==> src/rtl/smul_pkg.sv <==
package smul_pkg;

    // Cycles from an accepted sample to its out_valid.
    function automatic int unsigned smul_latency(int unsigned k, bit reg_rows);
        return reg_rows ? k + 1 : 1;
    endfunction

    // A partial-product bit is inverted when exactly one of its two
    // operand indices is the sign position.
    function automatic bit smul_flip(int unsigned row, int unsigned col_op, int unsigned k);
        return (row == k - 1) != (col_op == k - 1);
    endfunction

endpackage

==> src/rtl/smul_fa.sv <==
module smul_fa (
    input  logic a,
    input  logic b,
    input  logic ci,
    output logic s,
    output logic co
);
    assign s  = a ^ b ^ ci;
    assign co = (a & b) | (a & ci) | (b & ci);
endmodule

==> src/rtl/smul_csa_row.sv <==
module smul_csa_row #(
    parameter int K   = 5,
    parameter int ROW = 0
) (
    input  logic [2*K-1:0] s_in,
    input  logic [2*K-1:0] c_in,
    input  logic [K-1:0]   a,
    input  logic           xb,
    output logic [2*K-1:0] s_out,
    output logic [2*K-1:0] c_out
);
    localparam int W = 2 * K;

    assign c_out[0] = 1'b0;

    for (genvar c = 0; c < W; c++) begin : g_col
        logic pp;
        if (c >= ROW && c < ROW + K) begin : g_pp
            localparam int J = c - ROW;
            localparam bit FLIP = smul_pkg::smul_flip(ROW, J, K);
            assign pp = (a[J] & xb) ^ FLIP;
        end else begin : g_nopp
            assign pp = 1'b0;
        end

        if (c == W - 1) begin : g_top
            // Carry out of the top column has weight 2^W and is dropped.
            assign s_out[c] = s_in[c] ^ c_in[c] ^ pp;
        end else begin : g_cell
            smul_fa u_fa (
                .a (s_in[c]),
                .b (c_in[c]),
                .ci(pp),
                .s (s_out[c]),
                .co(c_out[c+1])
            );
        end
    end
endmodule

==> src/rtl/smul_ripple.sv <==
module smul_ripple #(
    parameter int W = 10
) (
    input  logic [W-1:0] a,
    input  logic [W-1:0] b,
    output logic [W-1:0] sum
);
    logic [W-1:0] cy;
    assign cy[0] = 1'b0;

    for (genvar i = 0; i < W; i++) begin : g_bit
        if (i == W - 1) begin : g_msb
            assign sum[i] = a[i] ^ b[i] ^ cy[i];
        end else begin : g_fa
            smul_fa u_fa (
                .a (a[i]),
                .b (b[i]),
                .ci(cy[i]),
                .s (sum[i]),
                .co(cy[i+1])
            );
        end
    end
endmodule

==> src/rtl/smul_bw_array.sv <==
module smul_bw_array #(
    parameter int K        = 5,
    parameter bit REG_ROWS = 1'b1
) (
    input  logic           clk,
    input  logic           rst_n,
    input  logic           in_valid,
    input  logic [K-1:0]   in_a,
    input  logic [K-1:0]   in_x,
    output logic           out_valid,
    output logic [2*K-1:0] out_p
);
    localparam int W = 2 * K;
    localparam logic [W-1:0] INJ = (W'(1) << K) | (W'(1) << (W - 1));

    // Stage r holds what row r consumes; stage K feeds the ripple adder.
    logic [W-1:0] st_s [K+1];
    logic [W-1:0] st_c [K+1];
    logic         st_v [K+1];
    logic [K-1:0] st_a [K];
    logic [K-1:0] st_x [K];

    assign st_s[0] = '0;
    assign st_c[0] = INJ;
    assign st_v[0] = in_valid;
    assign st_a[0] = in_a;
    assign st_x[0] = in_x;

    for (genvar r = 0; r < K; r++) begin : g_row
        logic [W-1:0] row_s;
        logic [W-1:0] row_c;

        smul_csa_row #(
            .K  (K),
            .ROW(r)
        ) u_row (
            .s_in (st_s[r]),
            .c_in (st_c[r]),
            .a    (st_a[r]),
            .xb   (st_x[r][0]),
            .s_out(row_s),
            .c_out(row_c)
        );

        if (REG_ROWS) begin : g_reg
            logic [W-1:0] q_s;
            logic [W-1:0] q_c;
            logic         q_v;

            always_ff @(posedge clk or negedge rst_n) begin
                if (!rst_n) begin
                    q_s <= '0;
                    q_c <= '0;
                    q_v <= 1'b0;
                end else begin
                    q_s <= row_s;
                    q_c <= row_c;
                    q_v <= st_v[r];
                end
            end

            assign st_s[r+1] = q_s;
            assign st_c[r+1] = q_c;
            assign st_v[r+1] = q_v;

            if (r < K - 1) begin : g_skew
                logic [K-1:0] q_a;
                logic [K-1:0] q_x;

                always_ff @(posedge clk or negedge rst_n) begin
                    if (!rst_n) begin
                        q_a <= '0;
                        q_x <= '0;
                    end else begin
                        q_a <= st_a[r];
                        q_x <= {1'b0, st_x[r][K-1:1]};
                    end
                end

                assign st_a[r+1] = q_a;
                assign st_x[r+1] = q_x;
            end
        end else begin : g_comb
            assign st_s[r+1] = row_s;
            assign st_c[r+1] = row_c;
            assign st_v[r+1] = st_v[r];
            if (r < K - 1) begin : g_pass
                assign st_a[r+1] = st_a[r];
                assign st_x[r+1] = {1'b0, st_x[r][K-1:1]};
            end
        end
    end

    logic [W-1:0] cpa_sum;

    smul_ripple #(
        .W(W)
    ) u_cpa (
        .a  (st_s[K]),
        .b  (st_c[K]),
        .sum(cpa_sum)
    );

    always_ff @(posedge clk or negedge rst_n) begin
        if (!rst_n) begin
            out_p     <= '0;
            out_valid <= 1'b0;
        end else begin
            out_p     <= cpa_sum;
            out_valid <= st_v[K];
        end
    end
endmodule

==> config.mk <==
export PLATFORM = sky130hd
export DESIGN_NAME = smul_bw_array
export DESIGN_NICKNAME = d
export VERILOG_FILES = /design/src/rtl/smul_pkg.sv /design/src/rtl/smul_fa.sv /design/src/rtl/smul_csa_row.sv /design/src/rtl/smul_ripple.sv /design/src/rtl/smul_bw_array.sv
export SDC_FILE = /design/constraint.sdc
export NUM_CORES = 1
export LEC_CHECK = 0
export BUFFER_PORTS_ARGS = -buffer_cell sky130_fd_sc_hd__buf_2
export CAP_MARGIN = 25
export CORE_ASPECT_RATIO = 1.75
export CORE_MARGIN = 8
export CORE_UTILIZATION = 41
export DETAILED_ROUTE_END_ITERATION = 8
export GPL_ROUTABILITY_DRIVEN = 0
export GPL_TIMING_DRIVEN = 0
export PLACE_DENSITY_LB_ADDON = 0.3
export SLEW_MARGIN = 20
export SYNTH_ARGS = -nofsm -noshare
export SYNTH_HDL_FRONTEND = slang
export SYNTH_SLANG_ARGS = --single-unit
==> constraint.sdc <==
create_clock -name clk -period 2.4 [get_ports clk]
set_input_delay 0.24 -clock clk [delete_from_list [all_inputs] [get_ports clk]]
set_output_delay 0.24 -clock clk [all_outputs]
set_load 0.05 [all_outputs]
==> results.json, run 1 <==
{
  "start_kind": "register",
  "worstReg2RegEnd": "out_p[9]$_DFF_PN0_",
  "endpoint_kind": "register",
  "vdd_drop_max_mv": 0.525,
  "yosysMostFrequentCell": "dfrtp_1",
  "vias": 1361,
  "postCtsSetupRepairBufs": 0,
  "syn2layout_area_growth_pct": 18.4,
  "start_util": 0.420,
  "async_flop_share": 1.00,
  "hold_buffers": 6,
  "worst_r2r_path_depth": 5,
  "setup_tns_ns": 0,
  "core_region_area_sq_um": 7860,
  "routedWlPerCell_um": 11.9,
  "n_fill_cell": 659,
  "p_leak_uw": 0.00191,
  "synth_edf_count": 0,
  "hold_depth": 1,
  "p_comb_frac": 0.136,
  "cap_violations": 0,
  "first_pass_iters": 2,
  "cts_tree": "yes",
  "p_clk_frac": 0.331,
  "worst-path-max-fanout": 1,
  "hold_slack_ns": 0.0193,
  "antenna_found_initial": 0,
  "min_path_type": "input port to register",
  "ant_nets": 0,
  "synth.avg_cell_area_sq_um": 19.1,
  "ys_types": 8,
  "hold_end": "g_row[0].g_reg.g_skew.q_a[2]$_DFF_PN0_",
  "p_seq_frac": 0.533,
  "diodes": 0,
  "dieArea_sq_um": 11300,
  "cts_max_level": 3,
  "power.internal_uw": 2900,
  "syn_inst": 173,
  "status": "finished clean",
  "numCtsBuffers": 9,
  "hold_viol": 0,
  "sw_frac_of_total": 0.259,
  "drt_iter0_drc": 59,
  "yosysTopAreaCell": "dfrtp_1",
  "yosysSeqAreaShare": 0.804,
  "pin_count": 24,
  "globalRoute.totalOverflow": 0,
  "clock_skew_ns": 0.00458,
  "rsz0062_at_grt": "no",
  "clock_path_buffers": 2,
  "synth_common_cells": "dfrtp_1 (106), and2_1 (21), inv_1 (16)",
  "required_ns": 2.61,
  "syn_area_sq_um": 3300,
  "path_clk_slew_ns": 0.06,
  "synth.area.top_cells": "dfrtp_1 (80%), fa_1 (9.1%), and2_1 (4.0%)",
  "worstHoldStart": "in_a[2]",
  "fmax_ghz": 0.443,
  "portBuffers": 23,
  "worstPathArrival_ns": 2.47,
  "pwr_density_cell_nw_per_um2": 1000,
  "die_w_um": 83.8,
  "grt_pass1_wl_um": 6500,
  "rr_startpoint": "g_row[4].g_reg.q_s[5]$_DFF_PN0_",
  "wirelength_um": 3700,
  "finalCritPeriodShare": 0.941,
  "clkLatencyLatePin_ns": 0.34,
  "setup_viol": 0,
  "drive_above_1_share": 0.167,
  "die_height_um": 135,
  "first_global_vias": 1502,
  "p_switching_uw": 1010,
  "synth-seq-cells": 106,
  "synth_top_cell_area_share": 0.804,
  "grt_use_total": 0.0771,
  "synth_ff_type": "dfrtp_1",
  "std_cell_rows": 43,
  "syn-num-nets": 210,
  "grt_max_degree": 62,
  "clock-sinks": 106,
  "drv_slew": 0,
  "crit_type": "register to register",
  "vias_per_cell": 4.38,
  "cts-root-buf": "clkbuf_16",
  "dp_hpwl_um": 2390,
  "drc": 0,
  "cts_resized": 0,
  "min_period_ns": 2.26,
  "fin_nets": 253,
  "r2r_setup_slack_ns": 0.14,
  "synth_warnings": 0
}
## sequential cells by signal, summed over array words and instances, names as in the netlist
name / count
out_valid: 1
g_row.g_reg.q_v: 5
g_row.g_reg.g_skew.q_x: 10
out_p: 10
g_row.g_reg.q_s: 40
g_row.g_reg.g_skew.q_a: 20
g_row.g_reg.q_c: 20
## power groups by stage
stage	clock [uW]	combinational, uW	sequential (uW)
floorplan	0	151	2340
global placement	0	518	2120
detailed placement	0	542	2120
CTS	1350	551	2090
global route	1430	599	2110
finish	1290	531	2090
## stage by stage
stage	std cells	worst slack (ns)	utilization	total power (uW)	area, sq um
CTS	309	0.110	0.495	3990	3890
global placement	286	0.0192	0.449	2630	3530
finish	311	0.142	0.497	3910	3910
floorplan	173	0.218	-	2490	3300
detailed placement	287	0.118	0.453	2670	3560
global route	311	0.0636	0.497	4140	3910
## layout make-up
type	instances	area, sq um	area share
Clock buffer	13	250	0.0641
Clock inverter	3	15.0	0.00384
Inverter	16	60.1	0.0154
Multi-Input combinational cell	51	587	0.150
Sequential cell	106	2650	0.679
Tap cell	90	113	0.0288
Timing Repair Buffer	32	229	0.0586
## routing by layer
metal	GRT usage	up-vias	wire, um
li1	-	607	-
met1	0.0639	716	1240
met2	0.131	28	2080
met3	0.0392	10	248
met4	0.0666	0	131
met5	0	-	0
## how the worst max path moves through the flow
stage / depth (start not counted) / slack, ns / end / from
floorplan: 5 / 0.22 / out_p[9]$_DFF_PN0_ / g_row[4].g_reg.q_s[5]$_DFF_PN0_
global placement: 1 / 0.02 / g_row[0].g_reg.g_skew.q_x[2]$_DFF_PN0_ / rst_n
detailed placement: 5 / 0.12 / out_p[9]$_DFF_PN0_ / g_row[4].g_reg.q_s[5]$_DFF_PN0_
CTS: 5 / 0.11 / out_p[9]$_DFF_PN0_ / g_row[4].g_reg.q_s[5]$_DFF_PN0_
global route: 5 / 0.06 / out_p[9]$_DFF_PN0_ / g_row[4].g_reg.q_s[5]$_DFF_PN0_
finish: 5 / 0.14 / out_p[9]$_DFF_PN0_ / g_row[4].g_reg.q_s[5]$_DFF_PN0_
## kinds of logic after synthesis
kind of cell | Yosys count | share of synthesized area
buffers and inverters | 16 | 0.0182
adder cells (fa/ha/maj) | 24 | 0.125
other | 1 | 0.00114
AND/OR/NAND/NOR | 25 | 0.0444
flip-flops | 106 | 0.804
XOR/XNOR | 1 | 0.00720
## critical path, stage by stage, from the launching register on
cell and delay [ns]:
dfrtp_1 0.37, ha_1 0.22, fa_1 0.45, fa_1 0.46, fa_1 0.44, xor3_1 0.19
## cell usage in the layout (no fill, tap or decap), drive strengths merged
| cell | synthesis | routed |
|---|---|---|
| and2 | 21 | 21 |
| buf | 0 | 24 |
| clkbuf | 0 | 13 |
| clkinv | 0 | 3 |
| conb | 1 | 1 |
| dfrtp | 106 | 106 |
| dlygate4sd3 | 0 | 8 |
| fa | 15 | 15 |
| ha | 9 | 9 |
| inv | 16 | 16 |
| nand2 | 4 | 4 |
| xor3 | 1 | 1 |
(Power assumes the default switching activity.)
==> run 2, diff against run 1 <==
==> constraint.sdc (replaced) <==
create_clock -name clk -period 2.78 [get_ports clk]
set_input_delay 0.278 -clock clk [delete_from_list [all_inputs] [get_ports clk]]
set_output_delay 0.278 -clock clk [all_outputs]
set_load 0.05 [all_outputs]
==> results.json, run 2 (synthesis results as in run 1) <==
{
  "hold_depth": 1,
  "final_area_sq_um": 3840,
  "worst_r2r_path_depth": 5,
  "worstPathArrival_ns": 2.47,
  "setup_viol": 0,
  "crit_chain": "ha_1 -> fa_1 -> fa_1 -> fa_1 -> xor3_1",
  "p_comb_frac": 0.134,
  "ant_nets": 0,
  "endpoint_kind": "register",
  "top_layer_used": "met4",
  "dp_hpwl_um": 2390,
  "routedWlPerCell_um": 12.0,
  "wl_met3_um": 226,
  "rsz0062_at_grt": "no",
  "portBuffers": 23,
  "die_height_um": 135,
  "placed_area_sq_um": 3560,
  "mostFrequentLayoutCells": "dfrtp_1 (106), buf_2 (22), and2_1 (21), inv_1 (16), fa_1 (15)",
  "worst-path-max-fanout": 1,
  "path_clk_slew_ns": 0.06,
  "cap_violations": 0,
  "fmax_ghz": 0.443,
  "core_region_area_sq_um": 7860,
  "layout_commonest_cell": "dfrtp_1",
  "p_switching_uw": 873,
  "drive_above_1_share": 0.173,
  "die_w_um": 83.8,
  "std_cell_rows": 43,
  "start_util": 0.420,
  "r2r_setup_slack_ns": 0.52,
  "crit_top_cell": "fa_1",
  "vias_per_cell": 4.38,
  "dieArea_sq_um": 11300,
  "drv_slew": 0,
  "cts_max_level": 3,
  "p_seq_frac": 0.535,
  "pwr_density_cell_nw_per_um2": 878,
  "clock-sinks": 106,
  "hold_slack_ns": 0.0454,
  "diodes": 0,
  "largest_register_ffs": 40,
  "cts_tree": "yes",
  "rr_startpoint": "g_row[4].g_reg.q_s[5]$_DFF_PN0_",
  "start_kind": "register",
  "worstHoldStart": "in_x[1]",
  "syn2layout_area_growth_pct": 16.3,
  "vdd_drop_max_mv": 0.448,
  "wirelength_um": 3640,
  "min_period_ns": 2.26,
  "largestRegisters": "g_row.g_reg.q_s: 40 flops, g_row.g_reg.g_skew.q_a: 20 flops, g_row.g_reg.q_c: 20 flops",
  "wl_met2_um": 2050,
  "min_path_type": "input port to register",
  "clock_skew_ns": 0.00449,
  "globalRoute.totalOverflow": 0,
  "max_flop_register": "g_row.g_reg.q_s",
  "fin_nets": 246,
  "cts-root-buf": "clkbuf_16",
  "drc": 0,
  "p_leak_uw": 0.00188,
  "hold_viol": 0,
  "cts_resized": 0,
  "finalCritPeriodShare": 0.812,
  "grt_max_degree": 62,
  "setup_tns_ns": 0,
  "slowest_stage": "fa_1",
  "numCtsBuffers": 9,
  "grt_use_total": 0.0760,
  "drt_iter0_drc": 57,
  "clkLatencyLatePin_ns": 0.34,
  "first_pass_iters": 2,
  "vias": 1333,
  "clock_path_buffers": 2,
  "first_global_vias": 1483,
  "sw_frac_of_total": 0.259,
  "n_fill_cell": 665,
  "critPathMaxStageDelay_ns": 0.46,
  "p_clk_frac": 0.331,
  "crit_type": "register to register",
  "grt_pass1_wl_um": 6380,
  "required_ns": 2.99,
  "hold_end": "g_row[0].g_reg.g_skew.q_x[0]$_DFF_PN0_",
  "pin_count": 24,
  "status": "finished clean",
  "worstReg2RegEnd": "out_p[9]$_DFF_PN0_",
  "power.internal_uw": 2500,
  "antenna_found_initial": 0,
  "wl_met1_um": 1220,
  "postCtsSetupRepairBufs": 0
}
[run 2: cell types whose count changed in the layout (fill, tap and decap cells not counted)]
cell,change
dlygate4sd3_1,-7
[run 2: worst max path at each step]
| stage | end | start | cells past startpoint | slack (ns) |
|---|---|---|---|---|
| floorplan | out_p[9]$_DFF_PN0_ | g_row[4].g_reg.q_s[5]$_DFF_PN0_ | 5 | 0.60 |
| global placement | g_row[0].g_reg.g_skew.q_x[2]$_DFF_PN0_ | rst_n | 1 | 0.36 |
| detailed placement | out_p[9]$_DFF_PN0_ | g_row[4].g_reg.q_s[5]$_DFF_PN0_ | 5 | 0.50 |
| global route | out_p[9]$_DFF_PN0_ | g_row[4].g_reg.q_s[5]$_DFF_PN0_ | 5 | 0.44 |
| finish | out_p[9]$_DFF_PN0_ | g_row[4].g_reg.q_s[5]$_DFF_PN0_ | 5 | 0.52 |
| CTS | out_p[9]$_DFF_PN0_ | g_row[4].g_reg.q_s[5]$_DFF_PN0_ | 5 | 0.49 |
[run 2: critical path: cells and delay by family, from the launching register on]
family	cells	cell delay (ns)
flip-flops	1	0.37
adder cells (fa/ha/maj)	4	1.57
XOR/XNOR	1	0.19
[run 2: layer usage]
layer,vias to the layer above,track usage
met5,-,0
met4,0,0.0666
met3,10,0.0380
met2,28,0.128
met1,703,0.0635
li1,592,-
[run 2: power groups by stage]
stage	Sequential, uW	Clock (uW)	Combinational (uW)
6_report	1800	1120	451
5_1_grt	1820	1230	509
4_1_cts	1800	1160	470
3_5_place_dp	1830	0	468
3_3_place_gp	1830	0	447
2_1_floorplan	2020	0	131
[run 2: what timing repair did]
item	in CTS	in global routing
endpoints found under the hold margin	45	0
hold buffers	1	0
endpoints found under the setup margin	0	0
[run 2: area by class of cell]
cell class	instances	area, sq um	share of cell area
clock buffers	13	250	0.0652
clock inverters	3	15.0	0.00391
inverters	16	60.1	0.0157
multi-input cells	51	587	0.153
flip-flops and latches	106	2650	0.691
well taps	90	113	0.0294
repair buffers	25	159	0.0414
[run 2: stage by stage]
stage	power, uW	setup slack, ns	instances	util
after floorplan	2150	0.598	173	-
after global placement	2270	0.361	286	0.449
after detailed placement	2300	0.498	287	0.453
after CTS	3440	0.490	304	0.488
after global routing	3570	0.444	304	0.488
final	3370	0.522	304	0.488
